`config.mk`:
```
export PLATFORM = sky130hd
export DESIGN_NAME = kwdt_top
export DESIGN_NICKNAME = d
export VERILOG_FILES = /design/src/rtl/kwdt_pkg.sv /design/src/rtl/kwdt_feed.sv /design/src/rtl/kwdt_counter.sv /design/src/rtl/kwdt_pulse.sv /design/src/rtl/kwdt_top.sv
export SDC_FILE = /design/constraint.sdc
export NUM_CORES = 1
export LEC_CHECK = 0
export CAP_MARGIN = 5
export CORE_ASPECT_RATIO = 1.4
export CORE_MARGIN = 5
export CORE_UTILIZATION = 60
export CTS_BUF_LIST = sky130_fd_sc_hd__clkbuf_8
export DETAILED_ROUTE_END_ITERATION = 10
export DONT_BUFFER_PORTS = 1
export PLACE_DENSITY = 0.83
export SLEW_MARGIN = 5
export SYNTH_ARGS = -nofsm -noshare
export SYNTH_HDL_FRONTEND = slang
export SYNTH_HIERARCHICAL = 1
export SYNTH_SLANG_ARGS = --single-unit
```
`constraint.sdc`:
```
create_clock -name clk_i -period 9.1 [get_ports clk_i]
set_input_delay 0.455 -clock clk_i [delete_from_list [all_inputs] [get_ports clk_i]]
set_output_delay 0.455 -clock clk_i [all_outputs]
set_load 0.02 [all_outputs]
```
`src/rtl/kwdt_pkg.sv`:
```
package kwdt_pkg;
  // register byte offsets (software decodes these)
  localparam logic [7:0] OFF_CTRL  = 8'h00;
  localparam logic [7:0] OFF_LIMIT = 8'h04;
  localparam logic [7:0] OFF_KICK  = 8'h08;
  localparam logic [7:0] OFF_COUNT = 8'h0C;

  // control/status bit positions
  localparam int CB_ENABLE = 0;
  localparam int CB_RSTSEL = 1;
  localparam int CB_TOF    = 2;
  localparam int CB_IRQ    = 3;

  // feed keys, in the order they must arrive
  localparam logic [31:0] KEY_FIRST  = 32'h0000_00AA;
  localparam logic [31:0] KEY_SECOND = 32'h0000_0055;

  typedef enum logic {
    KEY_IDLE  = 1'b0,
    KEY_ARMED = 1'b1
  } key_state_e;
endpackage

```
`src/rtl/kwdt_feed.sv`:
```
module kwdt_feed
  import kwdt_pkg::*;
#(
  parameter int ADDR_W = 4,
  parameter int DATA_W = 32
) (
  input  logic              clk_i,
  input  logic              rst_ni,
  input  logic              wr_en_i,
  input  logic [ADDR_W-1:0] addr_i,
  input  logic [DATA_W-1:0] wdata_i,
  input  logic              enabled_i,
  output logic              feed_ok_o,
  output logic              feed_bad_o
);
  key_state_e st_q, st_d;
  logic kick_wr, other_wr, is_first, is_second;

  assign kick_wr   = wr_en_i && (addr_i == ADDR_W'(OFF_KICK)) && enabled_i;
  assign other_wr  = wr_en_i && (addr_i != ADDR_W'(OFF_KICK));
  assign is_first  = (wdata_i == DATA_W'(KEY_FIRST));
  assign is_second = (wdata_i == DATA_W'(KEY_SECOND));

  always_comb begin
    st_d       = st_q;
    feed_ok_o  = 1'b0;
    feed_bad_o = 1'b0;
    if (other_wr) begin
      st_d = KEY_IDLE;
    end else if (kick_wr) begin
      case (st_q)
        KEY_IDLE: begin
          if (is_first) st_d = KEY_ARMED;
          else          feed_bad_o = 1'b1;
        end
        default: begin
          st_d = KEY_IDLE;
          if (is_second) feed_ok_o  = 1'b1;
          else           feed_bad_o = 1'b1;
        end
      endcase
    end
  end

  always_ff @(posedge clk_i or negedge rst_ni) begin
    if (!rst_ni) st_q <= KEY_IDLE;
    else         st_q <= st_d;
  end

  // a write to another register leaves the sequence idle
  p_abort_idle_r7: assert property (@(posedge clk_i) disable iff (!rst_ni)
    other_wr |=> (st_q == KEY_IDLE));

  // a completed feed always leaves the sequence idle
  p_ok_returns_idle_r4: assert property (@(posedge clk_i) disable iff (!rst_ni)
    feed_ok_o |=> (st_q == KEY_IDLE));
endmodule

```
`src/rtl/kwdt_counter.sv`:
```
module kwdt_counter #(
  parameter int CNT_W    = 32,
  parameter int PRESCALE = 4
) (
  input  logic             clk_i,
  input  logic             rst_ni,
  input  logic [CNT_W-1:0] limit_i,
  input  logic             start_i,
  input  logic             force_i,
  output logic             expire_o,
  output logic [CNT_W-1:0] count_o
);
  localparam int PRE_W = (PRESCALE > 1) ? $clog2(PRESCALE) : 1;

  logic             run_q;
  logic [CNT_W-1:0] cnt_q;
  logic [PRE_W-1:0] pre_q;
  logic             tick;

  assign tick     = (pre_q == PRE_W'(PRESCALE - 1));
  assign expire_o = run_q && tick && (cnt_q == '0) && !start_i;
  assign count_o  = run_q ? cnt_q : limit_i;

  always_ff @(posedge clk_i or negedge rst_ni) begin
    if (!rst_ni) begin
      run_q <= 1'b0;
      cnt_q <= '0;
      pre_q <= '0;
    end else if (start_i) begin
      run_q <= 1'b1;
      cnt_q <= limit_i;
      pre_q <= '0;
    end else if (run_q && (expire_o || force_i)) begin
      cnt_q <= limit_i;
      pre_q <= '0;
    end else if (run_q) begin
      pre_q <= tick ? '0 : pre_q + PRE_W'(1);
      if (tick) cnt_q <= cnt_q - CNT_W'(1);
    end
  end

  // a valid feed starts the counter loaded with the limit
  p_start_load_r4: assert property (@(posedge clk_i) disable iff (!rst_ni)
    start_i |=> (run_q && (cnt_q == $past(limit_i))));

  // between prescaler ticks the count stays still
  p_hold_between_ticks_r5: assert property (@(posedge clk_i) disable iff (!rst_ni)
    (run_q && !start_i && !force_i && !tick) |=> $stable(cnt_q));

  // once running, only reset stops it
  p_run_sticky_r5: assert property (@(posedge clk_i) disable iff (!rst_ni)
    run_q |=> run_q);
endmodule

```
`src/rtl/kwdt_pulse.sv`:
```
module kwdt_pulse #(
  parameter int HOLD_CYCLES = 4
) (
  input  logic clk_i,
  input  logic rst_ni,
  input  logic fire_i,
  output logic rst_o
);
  localparam int PW = $clog2(HOLD_CYCLES + 1);

  logic [PW-1:0] cnt_q;
  logic          pulse_q;

  always_ff @(posedge clk_i or negedge rst_ni) begin
    if (!rst_ni) begin
      cnt_q   <= '0;
      pulse_q <= 1'b0;
    end else begin
      if (fire_i)             cnt_q <= PW'(HOLD_CYCLES);
      else if (cnt_q != '0)   cnt_q <= cnt_q - PW'(1);
      pulse_q <= fire_i || (cnt_q > PW'(1));
    end
  end

  assign rst_o = pulse_q;

  // a selected timeout drives the reset output on the next cycle
  p_fire_starts_r10: assert property (@(posedge clk_i) disable iff (!rst_ni)
    fire_i |=> rst_o);

  // the output never rises without a trigger
  p_no_spurious_r10: assert property (@(posedge clk_i) disable iff (!rst_ni)
    (!rst_o && !fire_i) |=> !rst_o);
endmodule

```
`src/rtl/kwdt_top.sv`:
```
module kwdt_top
  import kwdt_pkg::*;
#(
  parameter int ADDR_W      = 4,
  parameter int DATA_W      = 32,
  parameter int CNT_W       = 32,
  parameter int LIMIT_MIN   = 255,
  parameter int PRESCALE    = 4,
  parameter int RST_HOLD    = 4
) (
  input  logic              clk_i,
  input  logic              rst_ni,
  input  logic [ADDR_W-1:0] bus_addr_i,
  input  logic              bus_we_i,
  input  logic [DATA_W-1:0] bus_wdata_i,
  output logic [DATA_W-1:0] bus_rdata_o,
  output logic              irq_o,
  output logic              sys_rst_o
);
  localparam logic [CNT_W-1:0] LIM_FLOOR = CNT_W'(LIMIT_MIN);

  logic             en_q, sel_q, tof_q, int_q;
  logic [CNT_W-1:0] limit_q, limit_in, count;
  logic             ctrl_wr, limit_wr;
  logic             feed_ok, feed_bad, expire, tmo_event;

  assign ctrl_wr   = bus_we_i && (bus_addr_i == ADDR_W'(OFF_CTRL));
  assign limit_wr  = bus_we_i && (bus_addr_i == ADDR_W'(OFF_LIMIT));
  assign limit_in  = bus_wdata_i[CNT_W-1:0];
  assign tmo_event = expire || feed_bad;

  always_ff @(posedge clk_i or negedge rst_ni) begin
    if (!rst_ni) begin
      en_q    <= 1'b0;
      sel_q   <= 1'b0;
      tof_q   <= 1'b0;
      int_q   <= 1'b0;
      limit_q <= LIM_FLOOR;
    end else begin
      if (ctrl_wr) begin
        en_q  <= en_q | bus_wdata_i[CB_ENABLE];
        sel_q <= bus_wdata_i[CB_RSTSEL];
      end
      if (tmo_event)                              tof_q <= 1'b1;
      else if (ctrl_wr && !bus_wdata_i[CB_TOF])   tof_q <= 1'b0;
      if (tmo_event) int_q <= 1'b1;
      if (limit_wr)  limit_q <= (limit_in < LIM_FLOOR) ? LIM_FLOOR : limit_in;
    end
  end

  kwdt_feed #(.ADDR_W(ADDR_W), .DATA_W(DATA_W)) u_feed (
    .clk_i      (clk_i),
    .rst_ni     (rst_ni),
    .wr_en_i    (bus_we_i),
    .addr_i     (bus_addr_i),
    .wdata_i    (bus_wdata_i),
    .enabled_i  (en_q),
    .feed_ok_o  (feed_ok),
    .feed_bad_o (feed_bad)
  );

  kwdt_counter #(.CNT_W(CNT_W), .PRESCALE(PRESCALE)) u_cnt (
    .clk_i    (clk_i),
    .rst_ni   (rst_ni),
    .limit_i  (limit_q),
    .start_i  (feed_ok),
    .force_i  (feed_bad),
    .expire_o (expire),
    .count_o  (count)
  );

  kwdt_pulse #(.HOLD_CYCLES(RST_HOLD)) u_pulse (
    .clk_i  (clk_i),
    .rst_ni (rst_ni),
    .fire_i (tmo_event && sel_q),
    .rst_o  (sys_rst_o)
  );

  assign irq_o = int_q;

  always_comb begin
    bus_rdata_o = '0;
    if (bus_addr_i == ADDR_W'(OFF_CTRL)) begin
      bus_rdata_o[CB_ENABLE] = en_q;
      bus_rdata_o[CB_RSTSEL] = sel_q;
      bus_rdata_o[CB_TOF]    = tof_q;
      bus_rdata_o[CB_IRQ]    = int_q;
    end else if (bus_addr_i == ADDR_W'(OFF_LIMIT)) begin
      bus_rdata_o[CNT_W-1:0] = limit_q;
    end else if (bus_addr_i == ADDR_W'(OFF_COUNT)) begin
      bus_rdata_o[CNT_W-1:0] = count;
    end
  end

  // enable never falls while out of reset
  p_enable_sticky_r3: assert property (@(posedge clk_i) disable iff (!rst_ni)
    en_q |=> en_q);

  // the interrupt flag cannot be cleared by software
  p_irq_flag_sticky_r9: assert property (@(posedge clk_i) disable iff (!rst_ni)
    int_q |=> int_q);

  // any timeout lands in both flags
  p_event_sets_flags_r8: assert property (@(posedge clk_i) disable iff (!rst_ni)
    tmo_event |=> (tof_q && int_q));

  // a limit write never leaves a value below the floor
  p_limit_floor_r2: assert property (@(posedge clk_i) disable iff (!rst_ni)
    limit_wr |=> (limit_q >= LIM_FLOOR));

  // a disabled watchdog never times out
  p_disabled_quiet_r6: assert property (@(posedge clk_i) disable iff (!rst_ni)
    !en_q |-> !tmo_event);
endmodule

```
==> impl.org, run 1 <==
** Run status
- Status :: finished, final reports clean

** Critical path
- Tracing the worst setup path back leads to its startpoint at bus_wdata_i[9].
- CP Max Fanout :: 20
- Family with the most delay on the worst path :: simple AND/OR/NAND/NOR gates
- Buf/Inv on CP :: 2
- Startpoint of the lowest-slack register-to-register path :: u_feed/st_q
- Number of cells on the critical path :: 12
- STA classifies the critical path startpoint as an input port.
- Arrival time of data at the critical path endpoint :: between 4 and 5 ns
- Reg2reg end :: u_cnt/cnt_q[11]
- Worst Setup End Kind :: flip-flop
- Among all stages on the critical path, the largest delay is contributed by nor4_1.
- The largest single stage delay on the critical path is 0.74 ns.
- The critical path in this run is classified as input port to flip-flop.
- Cell breakdown of the critical path :: nor4_1 -> nand4_1 -> nor2_1 -> a21boi_1 -> or2_2 -> a21oi_1 -> buf_4 -> nor2_1 -> a21oi_1 -> buf_4 -> a21oi_1 -> o221a_2
- Most common cell on crit path :: a21oi_1
- Number of cells on the worst reg-to-reg path :: 12
- For flop-to-flop paths, the worst setup slack is approximately 5.7 ns.
- Data on the critical path is required at its endpoint by between 9 and 10 ns.

** GRT
- The first global-routing pass estimated between 20,000 and 25,000 um of wire.
- The via count of the first global-routing pass was 4,412.
- After global routing, the most crowded layer is met2.
- Global routing consumed, on the met2 layer, 47.6% of the routing resources.
- For this run the aggregate overflow at the end of global routing stands at 0.
- Entering global routing, the biggest net connects 77 pins.
- For this run, the total global-route usage over all layers was measured as ~29%.
- Antenna violations before repair :: 1
- Global routing consumed, on the met1 layer, about 33% of the routing resources.
- Met3 usage in global routing :: between 7 and 8%

** Route
- 1st-pass router iterations :: 5
- Summed over all layers, the routed wires come to 13,900 um.
- In the routed layout, each cell is associated on average with a via count of ~7.3.
- Antenna-violating nets left :: 0
- WL/cell :: roughly 23 um
- The detailed router finished its first iteration with between 500 and 600 violations.
- The final route contains 4,340 vias.
- After detailed routing, the number of remaining DRC violations is 0.

** Yosys
- Counting distinct cell types in the post-synthesis netlist gives between 70 and 80.
- Yosys warning total :: 6
- Synthesis produced a netlist with a net count of ~540.
- Yosys mapped a number of flops with a built-in enable equal to 0.
- Main flop type after synthesis :: dfrtp_1
- Summing every instance area after synthesis gives 4880 um2.
- Ys async rst share :: between 90% and 100%
- Post-synthesis instance total :: about 500
- Average cell area after synthesis :: around 9.8 um2
- Number of synthesized register bits :: 76
- Sequential-to-total area share from yosys stat :: a little under 40%

** CTS
- H-tree Lvls :: 3
- After clock tree synthesis, the clock-pin slew on the worst setup and hold paths is approximately 0.09 ns.
- In this run the deepest clock path goes through 2 buffers.
- Post-CTS Repair Setup Buffers :: 0
- CTS buffer count :: 9
- Clock tree from TritonCTS :: built
- CTS-repair resized insts :: 0
- Number of sinks handled by clock tree synthesis :: 76
- At the later pin of the worst-skew pair, clock insertion delay measures about 0.37 ns.
- Clk Tree Root Cell :: clkbuf_8

** Layout
- Final net count :: 534
- Area added between synthesis and finish :: 6.18%
- Fill cell total of the finished layout :: roughly 640
- Final std cells w/o fill :: between 500 and 600
- Cells with a size suffix above 1 make up a little under a fifth of the layout.

** Hold path
- Type of the tightest min-delay check :: input port to flip-flop
- Worst hold stages :: 1
- Endpoint with the worst hold slack :: limit_q[25]
- Worst hold path startpoint :: bus_wdata_i[25]

** Timing
- The hold violation count in the final report is 0.
- Setup repair after global routing left no endpoint under its margin.
- Skew final :: 0.00842 ns
- At the pin with the least slew margin, the transition time is between 0.9 and 1 ns.
- After layout, the worst path uses between 40% and 50% of the clock period.
- Total Neg Setup Slack :: 0 ns
- Headroom to the max-slew limit came out at approximately a third.
- Setup violations remaining at the end of the flow were counted as 0.
- Static timing analysis puts the maximum clock frequency at 0.262 GHz.
- Max-slew violation count :: 0
- Period minus WS final :: approximately 3.8 ns

** Placement
- Routability-driven placement finished with a final weighted congestion of a little over 0.9.
- The number of placed instances, taps included, is between 500 and 600.
- Detailed placement finished with a half-perimeter wire length of 10,100 um.
- Buffers placed on the I/O ports in this run total 0.

** Die
- In this run the vertical extent of the chip is ~120 um.
- The floorplan step defined a core boundary enclosing approximately 8100 um2.
- Row Count :: 39
- From left edge to right edge, the die measures 86.2 um.
- Floorplan die area :: 10,100 um2
- For this design the top-level I/O count stands at 73.
- The initial utilization of the core area, before any placement, comes to between 60 and 70%.

** Pwr
- For this design the ratio of total power to cell area is approximately 170 nW/um2.
- The analysis attributes to cell leakage a power of between 2 and 2.5 nW.
- Across the VDD grid, the largest voltage drop is roughly 0.00014 V.

** Job
- Max Cap Violations :: 0
-- metrics by stage --
stage               hold WS, ns  total power [mW]  setup slack (ns)  instance area, um2  util (%)
floorplan                 0.159             0.545              6.17                4880         -
global placement          0.162             0.575              5.28                4920      61.1
detailed placement        0.162             0.587              5.08                4920      61.1
CTS                       0.205             0.886              5.46                5180      64.3
global route              0.202             0.925              5.29                5180      64.3
finish                    0.213             0.885              5.28                5180      64.3
-- layout make-up --
class / count / area [um2] / share of cell area, %
diodes: 1 / 2.50 / 0.0483
clock buffers: 9 / 124 / 2.39
clock inverters: 7 / 98.8 / 1.91
inverters: 10 / 37.5 / 0.725
multi-input cells: 385 / 2790 / 54.0
flip-flops and latches: 76 / 1910 / 36.9
well taps: 102 / 128 / 2.46
repair buffers: 8 / 82.6 / 1.59
-- placed cells by master, fill, tap and decap left out, types with 4 or more instances in the layout --
| cell | n |
|---|---|
| nand3_1 | 13 |
| nor4_1 | 19 |
| a21oi_1 | 27 |
| nor2b_1 | 5 |
| inv_1 | 10 |
| dfrtp_1 | 68 |
| ha_1 | 5 |
| a311oi_1 | 4 |
| clkbuf_8 | 9 |
| or4_1 | 6 |
| a22o_1 | 28 |
| nor3_1 | 18 |
| o22ai_1 | 5 |
| mux2_1 | 23 |
| buf_4 | 6 |
| mux2_2 | 34 |
| dfstp_2 | 8 |
| a21o_1 | 8 |
| a221o_1 | 8 |
| nand4_1 | 6 |
| o21ai_0 | 13 |
| a22oi_1 | 7 |
| nand2_1 | 32 |
| nor3_2 | 4 |
| nor2_1 | 50 |
-- registers in the layout (all words and copies together), names as in the netlist --
register       cells
u_pulse/cnt_q      3
u_cnt/run_q        1
tof_q              1
u_cnt/cnt_q       32
u_feed/st_q        1
sel_q              1
u_pulse/rst_o      1
irq_o              1
u_cnt/pre_q        2
limit_q           32
en_q               1
-- power by group --
part           internal [mW]  switching, mW  leakage [nW]
Clock                  0.156          0.139         0.110
Combinational         0.0756         0.0652         0.983
Sequential             0.390         0.0598         0.935
-- kinds of logic (layout without fill, tap and decap cells) --
| kind of cell | count (synthesis) | after routing | share of synthesized area [%] |
|---|---|---|---|
| compound gates | 128 | 128 | 19.2 |
| fa+ha+maj | 5 | 5 | 1.28 |
| buf+inv | 37 | 34 | 3.62 |
| flops | 76 | 76 | 39.2 |
| mux | 59 | 59 | 13.7 |
| other cells | 0 | 1 | 0 |
| simple gates | 193 | 193 | 23.0 |
-- worst register-to-register path, cell delays in order (launching register included) --
cell and delay (ns):
dfrtp_1 0.42, nor3b_1 0.25, nand4b_1 0.21, o21ai_0 0.14, a21boi_1 0.17, or2_2 0.36
a21oi_1 0.15, buf_4 0.27, nor2_1 0.13, a21oi_1 0.47, buf_4 0.35, a21oi_1 0.11
o221a_2 0.26
-- Yosys cell counts, drive strengths merged, types with 7 or more instances --
master	instances	share of area, %
a22o	28	5.0
mux2	58	13
clkbuf	14	1.1
o21ai	16	1.6
nor4	24	4.1
inv	10	0.77
nor3	22	2.6
nor2	50	3.8
dfrtp	68	35
a21oi	27	2.8
a221o	8	1.6
nand2	33	2.7
a21o	8	1.2
or4	8	1.4
dfstp	8	4.3
nand3	14	1.5
a22oi	7	1.1
buf	13	1.8
-- how the worst max path moves through the flow --
| stage | endpoint | slack (ns) |
|---|---|---|
| after floorplan | u_pulse/cnt_q[0] | 6.17 |
| after global placement | u_cnt/cnt_q[11] | 5.28 |
| after detailed placement | u_cnt/cnt_q[11] | 5.08 |
| after CTS | u_cnt/cnt_q[11] | 5.46 |
| after global routing | u_cnt/cnt_q[15] | 5.29 |
| final | u_cnt/cnt_q[11] | 5.28 |
-- per-layer routing --
| layer | vias to the layer above | routed length (um) |
|---|---|---|
| met5 | - | 0 |
| met4 | 0 | 924 |
| met3 | 73 | 1230 |
| met2 | 276 | 6830 |
| met1 | 2088 | 4950 |
| li1 | 1903 | - |
-- what timing repair did --
item / 4_1_cts / 5_1_grt
setup endpoints to repair: 0 / 0
hold buffers: 2 / 0
endpoints found under the hold margin: 76 / 0
Power figures use the tool's default switching activity.
==> run 2, diff against run 1 <==
--- a/config.mk
+++ b/config.mk
@@ -5,6 +5,7 @@
 export SDC_FILE = /design/constraint.sdc
 export NUM_CORES = 1
 export LEC_CHECK = 0
+export ABC_AREA = 1
 export CAP_MARGIN = 5
 export CORE_ASPECT_RATIO = 1.4
 export CORE_MARGIN = 5
@@ -12,7 +13,7 @@
 export CTS_BUF_LIST = sky130_fd_sc_hd__clkbuf_8
 export DETAILED_ROUTE_END_ITERATION = 10
 export DONT_BUFFER_PORTS = 1
-export PLACE_DENSITY = 0.83
+export PLACE_DENSITY = 0.86
 export SLEW_MARGIN = 5
 export SYNTH_ARGS = -nofsm -noshare
 export SYNTH_HDL_FRONTEND = slang
==> constraint.sdc (replaced) <==
create_clock -name clk_i -period 3.3 [get_ports clk_i]
set_input_delay 0.165 -clock clk_i [delete_from_list [all_inputs] [get_ports clk_i]]
set_output_delay 0.165 -clock clk_i [all_outputs]
set_load 0.02 [all_outputs]
==> run 2 against run 1 <==
First-iteration DRC count shrank 7.3%. Synthesized area grew 20%. Clock power grew 120%. Global-route usage shrank 1.5 points. Via count grew 33%. Sequential power grew to 2.6 times the previous value. Critical path type is now flip-flop to flip-flop. Critical endpoint is now u_cnt/cnt_q[29]. Largest cell class unchanged. Highest routed layer unchanged.
==> impl.org, run 2 <==
** Layout
- Leading registers by flop count :: limit_q (32), u_cnt/cnt_q (32), u_pulse/cnt_q (3)
- After filler insertion, the fill cell instance count of the layout stands at around 820.
- Once layout is complete, the utilization of the core stands at ~68%.
- Final net count :: 1,001
- The finished layout holds approximately 1,100 standard cells, fillers aside.
- Relative to the synthesized area, the layout overhead comes to 9.59%.
- The multi-input combinational cells in the finished layout cover a total of ~3200 um2.
- In the final layout, flip-flops and latches occupy around 1900 um2.
- Leading cell type in the layout, fill and taps excluded :: nand2_1
- Antenna Diode Count :: 0
- Commonest non-fill, non-tap cells in the layout :: nand2_1, inv_1, nor2_1
- Cells with a size suffix above 1 make up about a tenth of the layout.

** CTS
- Counting along the longest clock path gives a buffer depth of 2.
- Post-CTS Repair Setup Buffers :: 0
- Clock tree from TritonCTS :: built
- After clock tree synthesis, the clock-pin slew on the worst setup and hold paths is roughly 0.08 ns.
- CTS buffer count :: 9
- The later pin in the worst-skew pair is clocked with a latency of 0.36 ns.
- The H-tree was split into 3 levels.
- CTS-repair resized insts :: 0
- Number of sinks handled by clock tree synthesis :: 76
- Clk Tree Root Cell :: clkbuf_8
- After clock tree synthesis, the flow added hold-fix buffers numbering 30.

** Yosys
- After technology mapping, the gate count stands at 931.
- Ys async rst share :: 100%
- For this run, the number of Yosys warnings is 6.
- In the synthesized netlist the dominant register cell turns out to be dfrtp_1.
- The average instance in the mapped netlist occupies approximately 6.3 um2.
- Yosys top cell by area :: dfrtp_1
- Top-count cell post-synth :: nand2_1
- The synthesized design devotes to its leading area cell type 29.0% of total area.
- Sequential elements use approximately 33% of the synthesized area.
- Number of enable flip-flop cells after synthesis :: 0
- Cell types occupying the most area after synthesis :: dfrtp_1, nand2_1, inv_1
- Number of synthesized register bits :: 76
- The commonest cells after synthesis are nand2_1, inv_1, nor2_1.
- Area of the mapped netlist :: about 5900 um2
- Synthesized netlist net count :: ~980
- Unique masters post-synth :: 36

** GRT
- Residual overflow from global routing :: 0
- Maximum number of pins on one net before global-route repair :: just under 80
- The first global-routing pass estimated 26,200 um of wire.
- Number of global-route vias before repair :: between 5,000 and 6,000
- Global routing consumed, over all layers together, between 20% and 30% of the routing resources.
- The initial antenna violation count is 0.

** Critical path
- On the worst path, the slowest cell contributes a delay of 0.47 ns.
- Counting both buffers and inverters, the worst setup path holds a total of 1.
- Crit path launch type :: flip-flop
- Cell breakdown of the critical path :: nand2_1 -> nor2_1 -> nand3_1 -> nor3_2 -> inv_2 -> nand3_1 -> nor2_1 -> nand2_1 -> nor2_1 -> nand2_2 -> nand2_4 -> nand2_8 -> nand2_8 -> nand2_1 -> nand3_1 -> nand2_1
- The critical path is of the flip-flop to flip-flop type.
- For the worst setup path, the data arrival time is 2.91 ns.
- Among the stages of the critical path, the cell type that occurs most often is nand2_1.
- Data required time of the worst path :: about 3.6 ns
- Cell type of the slowest stage on the worst timing path :: inv_2
- Worst Setup End Kind :: flip-flop
- Family with the most delay on the worst path :: simple AND/OR/NAND/NOR gates
- CP Max Fanout :: 36

** Route
- After detailed routing, the average wire length per cell comes to around 14 um.
- Routed WL :: 15,700 um
- 1st-pass router iterations :: 5
- In the routed layout, each cell is associated on average with a via count of ~5.3.
- Antenna-violating nets left :: 0
- Number of remaining DRC errors :: 0
- The detailed router placed 5,791 vias in this run.
- Number of violations reported at the end of detailed-routing iteration 0 :: just under 500

** Timing
- In this run the tightest slew margin relative to its limit is 52.2%.
- Unrepaired setup endpoints after global routing :: false
- Final count of hold timing violations :: 0
- The worst path uses about four fifths of the clock period.
- Maximum operating frequency :: around 0.38 GHz
- Period minus WS final :: approximately 2.7 ns
- Summed over all failing endpoints, the final setup total negative slack is 0 ns.
- Max-slew violation count :: 0
- For the pin with the worst max-slew slack, the measured transition is between 0.7 and 0.8 ns.
- The clock arrives with between 0.009 and 0.01 ns of skew.
- After layout, the worst setup slack is between 0.6 and 0.7 ns.
- Setup violations remaining at the end of the flow were counted as 0.

** Placement
- Port Buffer Count :: 0
- Counting tap cells, the placed design contains a total of 1,048 instances.
- Placement-stage worst setup slack :: 0.689 ns
- At the end of routability-driven placement, the weighted congestion stood at around 0.95.
- Detailed placement finished with a half-perimeter wire length of around 11,000 um.

** Die
- IO Count :: 73
- Floorplan die height :: 127 um
- Row Count :: 42
- Area inside the core boundary :: ~9500 um2
- The die covers approximately 12,000 um2.
- Once the floorplan was initialized, standard cells occupied 61.7% of the core.
- The floorplan step set the die width to 93.6 um.

** Pwr
- Worst vdd ir :: 0.000380 V
- Power density cells :: 357 nW/um2
- Leakage power total :: 3.47 nW
- The design draws 2.29 mW.

** Job
- Max-cap violations in this run came to 0.

** Run status
- The flow ran to the end, and the final reports show no timing, DRC or antenna violations.

** Hold path
- Type of the tightest min-delay check :: input port to flip-flop
-- run 2: cell types whose count changed after synthesis, sizes merged, moves of 9 or more --
cell / previous run / this run
nand2: 33 / 352
mux2: 58 / 0
nand3: 14 / 73
o21ai: 16 / 64
a22o: 28 / 0
xnor2: 0 / 10
nor3: 22 / 1
nor4: 24 / 0
inv: 10 / 138
buf: 13 / 23
xor2: 0 / 9
nand3b: 4 / 14
a21oi: 27 / 2
nor2: 50 / 134
-- run 2: cells by family (layout without fill, tap and decap cells) --
family | after synthesis | after routing | share of synthesized area (%)
DFF | 76 | 76 | 32.6
adders and majority gates | 5 | 5 | 1.07
AOI/OAI and AO/OA | 77 | 77 | 7.04
and+or+nand+nor | 582 | 582 | 43.6
xor gates and xnor gates | 19 | 19 | 2.84
buffers and inverters | 172 | 203 | 12.9
-- run 2: worst register-to-register path, cell delays in order (launching register included) --
cell and delay [ns]:
dfrtp_1 0.39, nand2_1 0.07, nor2_1 0.04, nand3_1 0.12, nor3_2 0.07, inv_2 0.47
nand3_1 0.16, nor2_1 0.11, nand2_1 0.05, nor2_1 0.11, nand2_2 0.09, nand2_4 0.09
nand2_8 0.15, nand2_8 0.33, nand2_1 0.14, nand3_1 0.09, nand2_1 0.05
-- run 2: routing by layer --
layer	up-vias	part of all wire (%)	global-route usage, %
met5	-	0	0
met4	0	2.6	9.52
met3	32	6.1	5.41
met2	209	53	48.7
met1	2659	39	32.8
li1	2891	-	-
-- run 2: cell type report --
class | instances | area share (%)
timing repair buffer | 48 | 7.04
clock inverter | 6 | 0.506
clock buffer | 10 | 2.14
sequential | 76 | 29.7
inverter | 139 | 8.23
tap | 132 | 2.57
multi-input combinational | 683 | 49.8
-- run 2: metrics by stage --
stage	hold WS [ns]	cell area [um2]
floorplan	-0.131	5870
global placement	-0.128	5940
detailed placement	-0.128	5940
CTS	0.00696	6430
global route	0.0401	6430
finish	0.0115	6430
-- run 2: final timing paths --
kind | to | cells after the start | startpoint | slack, ns
setup reg to reg | u_cnt/cnt_q[29] | 16 | u_feed/st_q | 0.65
hold / removal | limit_q[2] | 4 | bus_wdata_i[2] | 0.01
min in group asynchronous | limit_q[8] | 2 | rst_ni | 0.36
hold reg to reg | u_cnt/cnt_q[30] | 2 | u_cnt/cnt_q[30] | 0.50
max in group asynchronous | limit_q[3] | 2 | rst_ni | 2.59
setup / recovery | u_cnt/cnt_q[29] | 16 | u_feed/st_q | 0.65
-- run 2: report_power, final --
group | switching [mW] | internal (mW)
combinational | 0.307 | 0.180
clock | 0.359 | 0.285
sequential | 0.103 | 1.06
total | 0.769 | 1.53
